===== config.mk =====
export PLATFORM = sky130hd
export DESIGN_NAME = sram_ctl
export DESIGN_NICKNAME = d
export VERILOG_FILES = /design/src/rtl/sram_ctl_pkg.sv /design/src/rtl/sram_ctl_timer.sv /design/src/rtl/sram_ctl_lanes.sv /design/src/rtl/sram_ctl.sv
export SDC_FILE = /design/constraint.sdc
export NUM_CORES = 1
export LEC_CHECK = 0
export BUFFER_PORTS_ARGS = -buffer_cell sky130_fd_sc_hd__buf_2
export CELL_PAD_IN_SITES_DETAIL_PLACEMENT = 0
export CELL_PAD_IN_SITES_GLOBAL_PLACEMENT = 2
export CORE_ASPECT_RATIO = 2
export CORE_MARGIN = 2
export CORE_UTILIZATION = 30
export CTS_CLUSTER_DIAMETER = 40
export DETAILED_ROUTE_END_ITERATION = 12
export PLACE_DENSITY_LB_ADDON = 0.1
export SETUP_SLACK_MARGIN = 0.1
export SYNTH_ARGS = -nofsm -noshare
export SYNTH_HDL_FRONTEND = slang
export SYNTH_SLANG_ARGS = --single-unit

===== constraint.sdc =====
create_clock -name clk -period 4.6 [get_ports clk]
set_clock_uncertainty 0.2 [all_clocks]
set_input_delay 0.92 -clock clk [delete_from_list [all_inputs] [get_ports clk]]
set_output_delay 0.92 -clock clk [all_outputs]
set_load 0.01 [all_outputs]

===== src/rtl/sram_ctl_pkg.sv =====
package sram_ctl_pkg;

    typedef enum logic [2:0] {
        ST_IDLE,
        ST_TURN,
        ST_RD,
        ST_WR,
        ST_WREC
    } sram_st_e;

    function automatic int cdiv(input int num, input int den);
        return (num + den - 1) / den;
    endfunction

    function automatic int imax(input int a, input int b);
        return (a > b) ? a : b;
    endfunction

endpackage


===== src/rtl/sram_ctl_timer.sv =====
module sram_ctl_timer #(
    parameter int CNT_W = 2
) (
    input  logic             clk,
    input  logic             rst_n,
    input  logic             load,
    input  logic [CNT_W-1:0] load_val,
    output logic             done
);
    logic [CNT_W-1:0] cnt_d, cnt_q;

    always_comb begin
        cnt_d = cnt_q;
        if (load)
            cnt_d = load_val;
        else if (cnt_q != '0)
            cnt_d = cnt_q - 1'b1;
    end

    always_ff @(posedge clk or negedge rst_n) begin
        if (!rst_n) cnt_q <= '0;
        else        cnt_q <= cnt_d;
    end

    assign done = (cnt_q == '0);

    // each phase counts down one per cycle until it expires
    a_r10_count_down: assert property (@(posedge clk) disable iff (!rst_n)
        (!load && !done) |=> (cnt_q == $past(cnt_q) - 1'b1));

endmodule


===== src/rtl/sram_ctl_lanes.sv =====
module sram_ctl_lanes #(
    parameter int DATA_W = 16,
    parameter int LANES  = 2
) (
    input  logic [LANES-1:0]  be_n,
    input  logic [DATA_W-1:0] dq_in,
    output logic [DATA_W-1:0] dq_masked
);
    localparam int LANE_W = DATA_W / LANES;

    for (genvar g = 0; g < LANES; g++) begin : g_lane
        assign dq_masked[g*LANE_W +: LANE_W] =
            be_n[g] ? '0 : dq_in[g*LANE_W +: LANE_W];
    end

endmodule


===== src/rtl/sram_ctl.sv =====
module sram_ctl
    import sram_ctl_pkg::*;
#(
    parameter int ADDR_W    = 16,
    parameter int DATA_W    = 16,
    parameter int CLK_NS    = 4,
    parameter int T_CYC_NS  = 10,
    parameter int T_ACC_NS  = 10,
    parameter int T_WP_NS   = 7,
    parameter int T_DS_NS   = 5
) (
    input  logic                  clk,
    input  logic                  rst_n,
    input  logic                  req,
    input  logic                  we,
    input  logic [ADDR_W-1:0]     addr,
    input  logic [DATA_W-1:0]     wdata,
    input  logic [DATA_W/8-1:0]   byte_en,
    output logic                  ready,
    output logic                  rd_valid,
    output logic [DATA_W-1:0]     rd_data,
    output logic                  mem_cs_n,
    output logic                  mem_we_n,
    output logic                  mem_oe_n,
    output logic [DATA_W/8-1:0]   mem_be_n,
    output logic [ADDR_W-1:0]     mem_addr,
    output logic [DATA_W-1:0]     mem_dq_out,
    input  logic [DATA_W-1:0]     mem_dq_in,
    output logic                  mem_dq_oe
);
    localparam int LANES   = DATA_W / 8;
    localparam int CYC_CLK = cdiv(T_CYC_NS, CLK_NS);
    localparam int RD_CYC  = imax(cdiv(T_ACC_NS, CLK_NS), CYC_CLK);
    localparam int WR_CYC  = imax(imax(cdiv(T_WP_NS, CLK_NS), cdiv(T_DS_NS, CLK_NS)),
                                  imax(CYC_CLK - 1, 1));
    localparam int CNT_W   = $clog2(imax(RD_CYC, WR_CYC) + 1);
    localparam logic [CNT_W-1:0] RD_LOAD = CNT_W'(RD_CYC - 1);
    localparam logic [CNT_W-1:0] WR_LOAD = CNT_W'(WR_CYC - 1);

    typedef struct packed {
        sram_st_e            st;
        logic                last_rd;
        logic [ADDR_W-1:0]   addr;
        logic [DATA_W-1:0]   wdata;
        logic [LANES-1:0]    ben;
        logic                cs_n;
        logic                we_n;
        logic                oe_n;
        logic [LANES-1:0]    be_n;
        logic                dq_oe;
        logic                rd_valid;
        logic [DATA_W-1:0]   rd_data;
    } ctl_t;

    ctl_t ctl_d, ctl_q;

    logic             t_load_d;
    logic [CNT_W-1:0] t_val_d;
    logic             t_done;
    logic [DATA_W-1:0] rd_masked;

    sram_ctl_timer #(.CNT_W(CNT_W)) u_timer (
        .clk      (clk),
        .rst_n    (rst_n),
        .load     (t_load_d),
        .load_val (t_val_d),
        .done     (t_done)
    );

    sram_ctl_lanes #(.DATA_W(DATA_W), .LANES(LANES)) u_lanes (
        .be_n      (ctl_q.be_n),
        .dq_in     (mem_dq_in),
        .dq_masked (rd_masked)
    );

    always_comb begin
        ctl_d          = ctl_q;
        ctl_d.rd_valid = 1'b0;
        t_load_d       = 1'b0;
        t_val_d        = '0;
        unique case (ctl_q.st)
            ST_IDLE: begin
                if (req) begin
                    ctl_d.addr  = addr;
                    ctl_d.wdata = wdata;
                    ctl_d.ben   = byte_en;
                    if (we) begin
                        ctl_d.last_rd = 1'b0;
                        if (ctl_q.last_rd) begin
                            ctl_d.st = ST_TURN;
                        end else begin
                            ctl_d.st = ST_WR;
                            t_load_d = 1'b1;
                            t_val_d  = WR_LOAD;
                        end
                    end else begin
                        ctl_d.last_rd = 1'b1;
                        ctl_d.st      = ST_RD;
                        t_load_d      = 1'b1;
                        t_val_d       = RD_LOAD;
                    end
                end
            end
            ST_TURN: begin
                ctl_d.st = ST_WR;
                t_load_d = 1'b1;
                t_val_d  = WR_LOAD;
            end
            ST_WR: begin
                if (t_done) ctl_d.st = ST_WREC;
            end
            ST_WREC: begin
                ctl_d.st = ST_IDLE;
            end
            ST_RD: begin
                if (t_done) begin
                    ctl_d.st       = ST_IDLE;
                    ctl_d.rd_valid = 1'b1;
                    ctl_d.rd_data  = rd_masked;
                end
            end
            default: ctl_d.st = ST_IDLE;
        endcase

        ctl_d.cs_n  = !(ctl_d.st inside {ST_RD, ST_WR, ST_WREC});
        ctl_d.we_n  = (ctl_d.st != ST_WR);
        ctl_d.oe_n  = (ctl_d.st != ST_RD);
        ctl_d.be_n  = ctl_d.cs_n ? '1 : ~ctl_d.ben;
        ctl_d.dq_oe = (ctl_d.st inside {ST_WR, ST_WREC});
    end

    always_ff @(posedge clk or negedge rst_n) begin
        if (!rst_n) begin
            ctl_q          <= '0;
            ctl_q.st       <= ST_IDLE;
            ctl_q.cs_n     <= 1'b1;
            ctl_q.we_n     <= 1'b1;
            ctl_q.oe_n     <= 1'b1;
            ctl_q.be_n     <= '1;
        end else begin
            ctl_q <= ctl_d;
        end
    end

    assign ready      = (ctl_q.st == ST_IDLE);
    assign rd_valid   = ctl_q.rd_valid;
    assign rd_data    = ctl_q.rd_data;
    assign mem_cs_n   = ctl_q.cs_n;
    assign mem_we_n   = ctl_q.we_n;
    assign mem_oe_n   = ctl_q.oe_n;
    assign mem_be_n   = ctl_q.be_n;
    assign mem_addr   = ctl_q.addr;
    assign mem_dq_out = ctl_q.wdata;
    assign mem_dq_oe  = ctl_q.dq_oe;

    // an idle controller leaves the memory deselected
    a_r1_idle_deselect: assert property (@(posedge clk) disable iff (!rst_n)
        ready |-> (mem_cs_n && !mem_dq_oe));

    // read strobe never lasts two cycles
    a_r3_valid_pulse: assert property (@(posedge clk) disable iff (!rst_n)
        rd_valid |=> !rd_valid);

    // output enable stays high and data is driven during the write pulse
    a_r4_write_oe_high: assert property (@(posedge clk) disable iff (!rst_n)
        !mem_we_n |-> (mem_oe_n && !mem_cs_n && mem_dq_oe));

    // data and select held one cycle after write enable rises
    a_r4_data_hold: assert property (@(posedge clk) disable iff (!rst_n)
        $rose(mem_we_n) |-> (mem_dq_oe && !mem_cs_n));

    // byte enables inactive while deselected
    a_r5_be_idle: assert property (@(posedge clk) disable iff (!rst_n)
        mem_cs_n |-> (mem_be_n == '1));

    // write pulse never starts straight after an output-enabled cycle
    a_r6_turnaround: assert property (@(posedge clk) disable iff (!rst_n)
        $fell(mem_we_n) |-> ($past(mem_oe_n) && !$past(mem_dq_oe)));

    // controller drivers and memory outputs never enabled together
    a_r7_no_contention: assert property (@(posedge clk) disable iff (!rst_n)
        mem_dq_oe |-> mem_oe_n);

    // address, lanes and data stable across an access
    a_r9_hold_stable: assert property (@(posedge clk) disable iff (!rst_n)
        !mem_cs_n |=> (mem_cs_n || ($stable(mem_addr) && $stable(mem_be_n)
                                    && $stable(mem_dq_out))));

endmodule


== Word level (Yosys, flattened, before mapping) ==
Index checks and enable logic that the tools add are counted.

* Register bits: 63
* Bits in latches: 0
* Bits in writable memories: 0
* ROM bits: 0
* Input port bits: 54
* Memories: 0

* Add/subtract/negate cells: 1
* $mul: 0
* Div/mod/pow operators: 0
* Order comparisons: 0
* Eq/ne operators: 8
* Shift-type cells: 0
* Muxes and demuxes: 22
* Bitwise gates (word level): 1
* Reductions and logical operators: 9

{| class="wikitable"
|+ Operators by type and width
! kind !! number
|-
| 2-to-1 mux 38 bit || 1
|-
| 2-to-1 mux 17 bit || 2
|-
| 2-to-1 mux 8 bit || 2
|-
| 2-to-1 mux 2 bit || 7
|-
| equality test 3 x 2 -> 1 bit (second input constant) || 4
|-
| one-hot mux 3 bit (4 select lines) || 1
|-
| 2-to-1 mux 3 bit || 2
|-
| != test 3 x 2 -> 1 bit (second input constant) || 2
|-
| nonzero test 2 bit || 3
|-
| 2-to-1 mux 1 bit || 4
|-
| 2-to-1 mux 4 bit || 1
|-
| one-hot mux 2 bit (2 select lines) || 1
|-
| AND reduction 2 bit || 2
|-
| equality test 3 x 1 -> 1 bit (second input constant) || 1
|-
| equality test 3 bit (second input constant) || 1
|-
| zero test 3 bit || 1
|-
| nonzero test 3 bit || 1
|-
| zero test 2 bit || 1
|-
| NOT 2 bit || 1
|-
| one-hot mux 1 bit (2 select lines) || 1
|-
| subtractor 2 x 1 -> 2 bit (second input constant) || 1
|-
| zero test 1 bit || 1
|}

== Depth between registers and ports, before layout ==
* Word-level depth: 7
* Gate-level depth with buffers: 6
* Gate-level depth less buffers: 5

== Modules after synthesis ==
Synthesis repeated with hierarchy kept, for this count alone.

* Cells, all modules: 225
* Area, all modules: 2,925.3 µm²

{| class="wikitable"
|+ Modules (own cells, without submodules)
! module !! times used !! cells an instance !! area each (µm²)
|-
| sram_ctl || 1 || 197 || 2,711.4
|-
| sram_ctl_timer || 1 || 12 || 113.9
|-
| sram_ctl_lanes || 1 || 16 || 100.1
|}

== Worst setup path after synthesis ==
OpenSTA, ideal clock, no wires.

* Path type: input port to flip-flop
* Start point: input port req
* End point: register ctl_q (netlist bit mem_addr[10])
* Library setup time: 0.117 ns
* Arrival time: 1.755 ns
* Data required time: 4.283 ns
* Setup slack: 2.527 ns
* Stages on the path: 5
* Path through: or4b_1 > buf_6 > buf_4 > nand2_1 > nand2_1

* Cells in the longest elaborated chain, start to end: 1

{| class="wikitable"
|+ Ends and longest elaborated chain
! what !! RTL line !! RTL
|-
| from (decl) || sram_ctl.sv:14 || <nowiki>input logic req,</nowiki>
|-
| AND reduction 2 bit (no source line) || - ||
|-
| to (signal assigned) || sram_ctl.sv:141 || <nowiki>ctl_q <= ctl_d;</nowiki>
|-
| to (decl) || sram_ctl.sv:55 || <nowiki>ctl_t ctl_d, ctl_q;</nowiki>
|}

Every way passes these cells.
A chain may end at the register's enable or synchronous reset.

== Worst setup path after layout ==
* Start point: register ctl_q[60] (netlist bit)
* End point: output port ready

* Cells in the longest elaborated chain, start to end: 1

{| class="wikitable"
|+ Ends and longest elaborated chain
! what !! RTL line !! RTL
|-
| zero test 3 bit || sram_ctl.sv:145 || <nowiki>assign ready = (ctl_q.st == ST_IDLE);</nowiki>
|-
| to (decl) || sram_ctl.sv:19 || <nowiki>output logic ready,</nowiki>
|}

Every way passes these cells.

==> metrics <==
run status=completed; Via Count=2086; biggest cell delay along the critical path=480 ps; transition time at the pin with the least slew margin=approximately 860 ps; total global routing track utilization=0.130; maximum vdd ir drop=0.328 mV; Critical Path RT=around 3500 ps; number of cells on the worst reg-to-reg path=4; ratio of final minimum period to clock period=0.534; Avg Synthesized Cell Area=between 9 and 10 µm²; Peak Freq=407 MHz; Netlist Area Pre-Place=2910 µm²; initial core utilization=0.310; fraction of final layout cells sized beyond drive strength 1=0.379; die boundary width=73.6 µm; kind of cell with the highest combined delay on the critical path=flip-flops; cell-by-cell trace of the critical path=nor3_1 -> buf_2; master of the slowest instance on the critical path=sky130_fd_sc_hd__dfrtp_1; buffers and inverters on the worst path=1; Die ar.=around 11000 µm²; area inside the core boundary=9380 µm²; I/O pin cnt=110; Post-DP HPWL=around 4.5 mm; total wirelength of the detailed-routed design=6.49 mm; register bit total from synthesis=between 60 and 70; number of vias per cell=4.38; Initial DRC Count=between 100 and 150; top area cells in the synthesized netlist=sky130_fd_sc_hd__dfrtp_1 (50%), sky130_fd_sc_hd__nand2_1 (15%), sky130_fd_sc_hd__buf_4 (13%), sky130_fd_sc_hd__dfstp_2 (4.5%), sky130_fd_sc_hd__nand2b_1 (3.4%); time the final worst path needs with I/O delays and setup=2450 ps; maximum fanout along the worst path=9; die height=143 µm; max-capacitance violation count=0; CP Data Arrival Time=1330 ps; number of iterations in the first detailed-routing pass=6; htree depth=3; area grow syn2layout=19.4%; Worst setup SP type=flop; CTS tree=done; Max Slew Vio Count=0; Pwr Total=between 2 and 2.5 mW; Cell Pwr Density=715 nW/µm²; final-report setup violation count=0; Inserted Diodes=0; weighted congestion reported at the end of routability-driven placement=about 0.67; count of clock tree sinks=63; number of antenna violations at the first check in global routing=0; Hold Fails Final Rpt=0; count of instances resized after the clock tree is built=0; CTS Hold Bufs=0; clock root cell=sky130_fd_sc_hd__clkbuf_16; count of cells along the worst hold path=2; number of synthesized flops with an enable pin=0; slack of the worst reg-to-reg path=2480 ps; worst hold path startpoint=mem_dq_out[1]$_DFFE_PN0P_; critical path start-end classification=flop to output pin; fillers=992; number of nets with antenna violations after detailed routing=0; post-CTS setup-driven buffer insertion count=0; post-route cell area=3470 µm²; area post-placement=3160 µm²; number of logic stages on the critical path including buffering=2; first-pass GRT wire length=about 10 mm; area fraction of the dominant cell type after synthesis=0.500; synthesized netlist cell count=305; final layout net count=422; number of nets in the synthesized netlist=between 300 and 400; end of the worst hold path=mem_dq_out[1]$_DFFE_PN0P_; number of buffers created by CTS=9; Critical R2R Launch=ctl_q[60]$_DFF_PN0_; yosys synthesis warning count=0; Top FF cell, synth=sky130_fd_sc_hd__dfrtp_1; drc violations=0; global route overflow=0; number of port buffers=109; clock network latency to the later pin of the worst-skew pair=about 320 ps; pin count of the biggest net entering global routing=42; detailed-route wire length per cell=about 14 µm; cell leakage power=1.88 nW; Hold/Removal Path Class=flop to flop; count of cell types in the netlist=32; total negative slack=0 ps; row cnt=50; endpoint of the worst register-to-register path=mem_addr[9]$_DFFE_PN0P_; Relative slew margins=0.427; unrepaired setup endpoints after global routing=false; clock slew at reported path FFs=50 ps; CP Capture Type=output pin; sequential-to-total area share from yosys stat=0.545; cell taking the most area after synthesis=sky130_fd_sc_hd__dfrtp_1; fraction of synthesis flops using an asynchronous set or reset pin=1.00; number of global-route vias before repair=approximately 2000; maximum root-to-sink buffer count=2
==> worst register-to-register path, stage by stage, from the launching register on <==
cell and delay (ps):
sky130_fd_sc_hd__dfrtp_1 480, sky130_fd_sc_hd__nor4b_4 830, sky130_fd_sc_hd__buf_4 390, sky130_fd_sc_hd__nand2_1 100, sky130_fd_sc_hd__nand2_1 60
==> power breakdown <==
part	internal (mW)	switching (mW)
Clock	0.462	0.236
Sequential	0.807	0.145
Combinational	0.356	0.475
==> area by class of cell <==
type	instances	area, µm²	area share
flip-flops and latches	63	1580	0.456
multi-input cells	176	856	0.247
repair buffers	113	576	0.166
clock buffers	13	270	0.0779
well taps	104	130	0.0375
clock inverters	3	40.0	0.0115
inverters	4	15.0	0.00433
==> worst max-delay path by stage <==
stage,from,to,slack [ps]
detailed placement,req,mem_addr[9]$_DFFE_PN0P_,1970
global placement,req,mem_dq_out[11]$_DFFE_PN0P_,2030
global route,ctl_q[60]$_DFF_PN0_,ready,2060
finish,ctl_q[60]$_DFF_PN0_,ready,2150
CTS,ctl_q[60]$_DFF_PN0_,ready,2100
floorplan,req,mem_addr[10]$_DFFE_PN0P_,2530
==> registers in the layout (all words and copies together), names as in the netlist, 2 cells and up <==
register,count
u_timer.cnt_q,2
mem_be_n,2
rd_data,16
mem_addr,16
ctl_q,6
mem_dq_out,16
==> routing by layer <==
layer	global-route usage	routed length [µm]
met1	0.157	2630
met2	0.205	3290
met3	0.0473	460
met4	0.0574	106
met5	0	0
==> logic make-up (layout without fill, tap and decap cells) <==
kind of cell	Yosys count	after routing	share of synthesized area
AND/OR/NAND/NOR	143	143	0.222
buffers and inverters	66	133	0.161
flip-flops	63	63	0.545
AO/OA/AOI/OAI	30	30	0.0607
multiplexers	2	2	0.00775
adder cells (fa/ha/maj)	1	1	0.00431
==> cells in the final DEF (no fill, tap or decap), drive strengths merged, types with 2 or more instances in the layout <==
master | netlist | layout
nand2b | 16 | 16
or2 | 2 | 2
dfstp | 5 | 5
a21oi | 2 | 2
clkinv | 0 | 2
mux2 | 2 | 2
buf | 56 | 113
nor2 | 3 | 3
dfrtp | 58 | 58
inv | 4 | 4
nor3b | 2 | 2
clkbuf | 6 | 13
o21ai | 20 | 20
nand2 | 113 | 113
==> metrics by stage <==
step                      instances  worst slack [ps]  hold WS, ps   util
after floorplan                 305              2530          246      -
after global placement          460              2030          254  0.337
after detailed placement        460              1970          261  0.337
after CTS                       476              2100          273  0.370
after global routing            476              2060          289  0.370
final                           476              2150          269  0.370
==> synth_stat cells, drive strengths merged (2+ instances only) <==
master    n
inv       4
nand2b   16
buf      56
nor3b     2
mux2      2
clkbuf    6
or2       2
a21oi     2
nor2      3
dfstp     5
o21ai    20
dfrtp    58
nand2   113
Power figures use the tool's default switching activity.
